File: src/rtl/pcc_pkg.sv
package pcc_pkg;
  localparam int REG_W    = 32;
  localparam int LPM_W    = 2;
  localparam int B_PLL    = 0;
  localparam int B_TEXPS  = 1;
  localparam int B_POL    = 2;
  localparam int B_TMIST  = 3;
  localparam int B_CSRC   = 4;
  localparam int B_LPM_LO = 5;
  localparam int B_LPM_HI = B_LPM_LO + LPM_W - 1;
  localparam int B_CHK    = B_LPM_HI + 1;
  localparam int USED_W   = B_CHK + 1;
  localparam logic [LPM_W-1:0] LPM_DEEP = '1;

  typedef struct packed {
    logic             pol;
    logic             csrc;
    logic [LPM_W-1:0] lpm;
    logic             chk_en;
  } ctrl_t;
endpackage

File: src/rtl/pcc_w1c_bit.sv
module pcc_w1c_bit #(
  parameter logic RST_VAL = 1'b0
) (
  input  logic clk,
  input  logic rst,
  input  logic set_i,
  input  logic clr_i,
  output logic flag_o
);
  always_ff @(posedge clk) begin
    if (rst)        flag_o <= RST_VAL;
    else if (set_i) flag_o <= 1'b1;
    else if (clr_i) flag_o <= 1'b0;
  end
endmodule

File: src/rtl/pcc_ctrl_fields.sv
module pcc_ctrl_fields
  import pcc_pkg::*;
(
  input  logic             clk,
  input  logic             rst_hard,
  input  logic             rst_any,
  input  logic             wr_ok,
  input  logic [REG_W-1:0] wr_data,
  input  logic             lpm_wr_lock,
  input  logic             dbg_strap,
  output ctrl_t            ctrl,
  output logic             dbg_on
);
  logic wo_used;

  always_ff @(posedge clk) begin
    if (rst_hard) begin
      ctrl.pol  <= 1'b0;
      ctrl.csrc <= 1'b0;
      ctrl.lpm  <= '0;
      dbg_on    <= dbg_strap;
    end else if (wr_ok) begin
      ctrl.pol  <= wr_data[B_POL];
      ctrl.csrc <= wr_data[B_CSRC];
      if (!lpm_wr_lock) ctrl.lpm <= wr_data[B_LPM_HI:B_LPM_LO];
    end
  end

  always_ff @(posedge clk) begin
    if (rst_any) begin
      ctrl.chk_en <= 1'b0;
      wo_used     <= 1'b0;
    end else if (wr_ok) begin
      if (!wo_used) ctrl.chk_en <= wr_data[B_CHK];
      wo_used <= 1'b1;
    end
  end
endmodule

File: src/rtl/pcc_out_stage.sv
module pcc_out_stage
  import pcc_pkg::*;
(
  input  logic  clk,
  input  logic  rst_hard,
  input  logic  rst_any,
  input  ctrl_t ctrl,
  input  logic  texps,
  input  logic  tmist,
  input  logic  chkstop,
  input  logic  dbg_on,
  output logic  div_low_sel,
  output logic  texp_pin,
  output logic  reset_req
);
  logic pin_active;
  assign pin_active = !((ctrl.lpm == LPM_DEEP) && !ctrl.csrc && !texps);

  always_ff @(posedge clk) begin
    if (rst_hard) begin
      div_low_sel <= 1'b0;
      texp_pin    <= 1'b1;
    end else begin
      div_low_sel <= ctrl.csrc && !tmist;
      texp_pin    <= pin_active ^ ctrl.pol;
    end
  end

  always_ff @(posedge clk) begin
    if (rst_any) reset_req <= 1'b0;
    else         reset_req <= ctrl.chk_en && !dbg_on && chkstop;
  end
endmodule

File: src/rtl/pwr_clk_ctl_reg.sv
module pwr_clk_ctl_reg
  import pcc_pkg::*;
#(
  parameter int N_TMR = 4
) (
  input  logic             clk,
  input  logic             por_rst,
  input  logic             hard_rst,
  input  logic             soft_rst,
  input  logic             wr_en,
  input  logic [REG_W-1:0] wr_data,
  output logic [REG_W-1:0] rd_data,
  input  logic             pll_locked,
  input  logic             sw_unlock,
  input  logic [N_TMR-1:0] tmr_evt,
  input  logic             chkstop,
  input  logic             dbg_strap,
  input  logic             lpm_wr_lock,
  output logic             div_low_sel,
  output logic             texp_pin,
  output logic             reset_req
);
  localparam int N_FLAGS = 3;

  logic rst_hard, rst_any, wr_ok, tmr_any;
  logic [N_FLAGS-1:0] f_rst, f_set, f_clr, f_q;
  ctrl_t ctrl;
  logic  dbg_on;
  logic  unused_wr_hi;

  assign rst_hard = por_rst || hard_rst;
  assign rst_any  = rst_hard || soft_rst;
  assign wr_ok    = wr_en && !rst_any;
  assign tmr_any  = |tmr_evt;
  assign unused_wr_hi = ^wr_data[REG_W-1:USED_W];

  // flag 0: PLL unlock, flag 1: timer expired, flag 2: timer interrupt
  assign f_rst = {rst_hard, rst_hard, por_rst};
  assign f_set = {tmr_any, tmr_any, !pll_locked && !sw_unlock};
  assign f_clr = {wr_ok && wr_data[B_TMIST], wr_ok && wr_data[B_TEXPS],
                  wr_ok && wr_data[B_PLL]};

  localparam logic [N_FLAGS-1:0] F_RST_VAL = 3'b010;

  for (genvar g = 0; g < N_FLAGS; g++) begin : g_flag
    pcc_w1c_bit #(.RST_VAL(F_RST_VAL[g])) u_bit (
      .clk(clk), .rst(f_rst[g]), .set_i(f_set[g]), .clr_i(f_clr[g]), .flag_o(f_q[g])
    );
  end

  pcc_ctrl_fields u_ctrl (
    .clk(clk), .rst_hard(rst_hard), .rst_any(rst_any), .wr_ok(wr_ok),
    .wr_data(wr_data), .lpm_wr_lock(lpm_wr_lock), .dbg_strap(dbg_strap),
    .ctrl(ctrl), .dbg_on(dbg_on)
  );

  pcc_out_stage u_out (
    .clk(clk), .rst_hard(rst_hard), .rst_any(rst_any), .ctrl(ctrl),
    .texps(f_q[1]), .tmist(f_q[2]), .chkstop(chkstop), .dbg_on(dbg_on),
    .div_low_sel(div_low_sel), .texp_pin(texp_pin), .reset_req(reset_req)
  );

  always_comb begin
    rd_data                    = '0;
    rd_data[B_PLL]             = f_q[0];
    rd_data[B_TEXPS]           = f_q[1];
    rd_data[B_POL]             = ctrl.pol;
    rd_data[B_TMIST]           = f_q[2];
    rd_data[B_CSRC]            = ctrl.csrc;
    rd_data[B_LPM_HI:B_LPM_LO] = ctrl.lpm;
    rd_data[B_CHK]             = ctrl.chk_en;
  end
endmodule

File: config.mk
export PLATFORM = sky130hd
export DESIGN_NAME = pwr_clk_ctl_reg
export DESIGN_NICKNAME = d
export VERILOG_FILES = /design/src/rtl/pcc_pkg.sv /design/src/rtl/pcc_w1c_bit.sv /design/src/rtl/pcc_ctrl_fields.sv /design/src/rtl/pcc_out_stage.sv /design/src/rtl/pwr_clk_ctl_reg.sv
export SDC_FILE = /design/constraint.sdc
export NUM_CORES = 1
export LEC_CHECK = 0
export BUFFER_PORTS_ARGS = -buffer_cell sky130_fd_sc_hd__buf_2
export CORE_MARGIN = 10
export CORE_UTILIZATION = 34
export CTS_BUF_LIST = sky130_fd_sc_hd__clkbuf_4
export DETAILED_ROUTE_END_ITERATION = 16
export PLACE_DENSITY = 0.77
export SYNTH_ARGS = -nofsm -noshare
export SYNTH_HDL_FRONTEND = slang
export SYNTH_SLANG_ARGS = --single-unit
File: constraint.sdc
create_clock -name clk -period 1.6 [get_ports clk]
set_input_delay 0.4 -clock clk [delete_from_list [all_inputs] [get_ports clk]]
set_output_delay 0.4 -clock clk [all_outputs]
set_load 0.01 [all_outputs]
==> qor.yml <==
path_buf_inv: 1
p_int_uw: 484.4
initial_core_util_pct: 35.78
drtIter0Drc: 3
min_from: "wr_data[3]"
crit_chain: "buf_2"
cts_tree: "done"
critPathMaxStageDelay_ns: 0.37
routed_wl_um: 1686
postCtsSetupBuffers: 0
combPwrFrac_pct: 14.3
clk_latency_ns: 0.27
std_cell_rows: 16
rsz0062_at_grt: "false"
drv_slew: 0
rr_startpoint: "u_ctrl.ctrl[1]$_SDFFE_PP0P_"
power.switching_uw: 163.0
avgViaCountPerCell: 4.072
insertedDiodeCount: 0
grt_max_degree: 8
fin_setup_tns_ns: 0
synth_area_leaders: "dfxtp_1 (34%), buf_4 (29%), edfxtp_1 (4.3%)"
ys_ff_latch: 13
yosys_warnings: 0
post-route-cell-area_um2: 824.5
ys_types: 23
ant_nets: 0
antenna_found_initial: 0
grt_pass1_wl_um: 2704
dpl_cell_area_um2: 794.5
die_height_um: 65.44
dr.pass1.iters: 3
routabilityCongestion: 0.7695
h-tree-depth: 1
routedWlPerCell_um: 12.13
seqPwrFrac_pct: 52.5
worst_path_max_delay_cell: "dfxtp_1"
startpoint_type: "flop"
synth_top_area_share_pct: 34.22
power.share.switching_pct: 25.17
place_ws_ns: 0.1276
cap_viol_max_count: 0
final_common_cell: "buf_2"
grt_pass1_vias: 631
dp_hpwl_um: 1511
fmax_ghz: 0.8442
worst_hold_path_type: "primary input to flop"
synth-seq-area-share_pct: 38.50
critical_path_required_ns: 1.20
die-area_um2: 4282
drc_errors: 0
grt_usage_pct: 7.963
status: "finished, final reports clean"
worstPathArrival_ns: 0.78
setup_viol: 0
core_um2: 1962
crit_start: "u_ctrl.ctrl[3]$_SDFFE_PP0P_"
synth_area_um2: 701.9
drive_gt1_share_pct: 36.61
p_per_area_nw_per_um2: 785.1
cts.sinks: 13
io_buffers: 32
fillers: 219
worstPathMaxFanout: 3
cts-root-buf: "clkbuf_4"
p_leak_uw: 0.0004219
cts-resized-gates: 0
path_clk_slew_ns: 0.08
timing.final.hold_violations: 0
layout_common_cells: "buf_2 (32), conb_1 (24), dfxtp_1 (12)"
crit_type: "flop to primary output"
cp_top_family: "flip-flops"
peakVddDrop_v: 0.0003939
yosysTopAreaCell: "dfxtp_1"
clkPwrFrac_pct: 33.2
syn_area_per_cell_um2: 8.999
cts_buffers: 3
vias: 566
final_core_util_pct: 42.03
finalNetCount: 159
cts.hold.buffers_added: 0
fin_crit_ns: 1.184
cts_max_path_buffers: 2
synth_cells: 78
fin_crit_sh_pct: 74.03
setup_ws_ns: 0.4155
p_total_uw: 647.4
crit_path_end_kind: "primary output"
clock_skew_ns: 0.003099
die_x_um: 65.44
ioPinCount: 81
syn_to_final_growth_pct: 17.47
globalRoute.totalOverflow: 0
## registers in the layout (all words and copies together) (netlist names)
name,cells
g_flag.u_bit.flag_o,3
u_ctrl.ctrl,5
u_ctrl.dbg_on,1
u_ctrl.wo_used,1
u_out.div_low_sel,1
u_out.reset_req,1
u_out.texp_pin,1
## layout make-up
class / instances / area [µm²] / area share [%]
Multi-Input combinational cell: 59 / 307.8 / 37.33
Sequential cell: 13 / 270.3 / 32.78
Timing Repair Buffer: 34 / 175.2 / 21.24
Tap cell: 27 / 33.78 / 4.097
Clock buffer: 4 / 30.03 / 3.642
Inverter: 2 / 7.507 / 0.9105
## worst paths after layout
check	end	slack, ns	cells after the start
setup reg to reg	u_out.texp_pin$_SDFF_PP1_	0.55	3
hold / removal	g_flag[2].u_bit.flag_o$_SDFFE_PP0P_	0.30	2
hold reg to reg	u_out.reset_req$_SDFF_PP0_	0.42	1
setup / recovery	rd_data[4]	0.42	1
## power by group through the flow
stage / clock network [µW] / registers (µW) / logic, µW
6_report: 215 / 340 / 92.7
5_1_grt: 239 / 341 / 105
3_3_place_gp: 0 / 347 / 88.1
3_5_place_dp: 0 / 348 / 90.0
2_1_floorplan: 0 / 348 / 94.1
4_1_cts: 228 / 340 / 90.3
## per-stage QoR
stage	instances	hold WS (ns)
final	139	0.2988
after global routing	139	0.2918
after CTS	139	0.2857
after detailed placement	135	0.4098
after global placement	135	0.3944
after floorplan	101	0.3889
## Yosys cell counts
| cell type | number |
|---|---|
| conb_1 | 1 |
| o21ai_0 | 2 |
| nor2b_1 | 1 |
| or2_2 | 1 |
| inv_1 | 2 |
| nor4b_4 | 1 |
| nand3b_1 | 2 |
| or4b_4 | 1 |
| o21ai_1 | 3 |
| buf_4 | 27 |
| a21oi_1 | 4 |
| nand2_1 | 7 |
| mux2i_1 | 1 |
| edfxtp_1 | 1 |
| nor3_1 | 2 |
| or4_1 | 1 |
| dfxtp_1 | 12 |
| xor2_1 | 1 |
| a211o_1 | 1 |
| nor4_1 | 1 |
| nand3_1 | 1 |
| nor2_1 | 4 |
| nor4bb_1 | 1 |
## per-layer routing
| metal | share of wire, % | wire (µm) | GRT usage (%) |
|---|---|---|---|
| met5 | 0 | 0 | 0 |
| met3 | 9.5 | 160 | 3.729 |
| met4 | 1.6 | 27 | 4.813 |
| met2 | 50 | 839 | 14.02 |
| met1 | 39 | 660 | 7.329 |
## kinds of logic after synthesis
group | synth area share (%)
and+or+nand+nor | 20.68
xor gates and xnor gates | 1.248
AOI/OAI and AO/OA | 7.665
other | 0.5342
buffers and inverters | 29.95
muxes | 1.426
DFF | 38.50
Power figures use the tool's default switching activity.
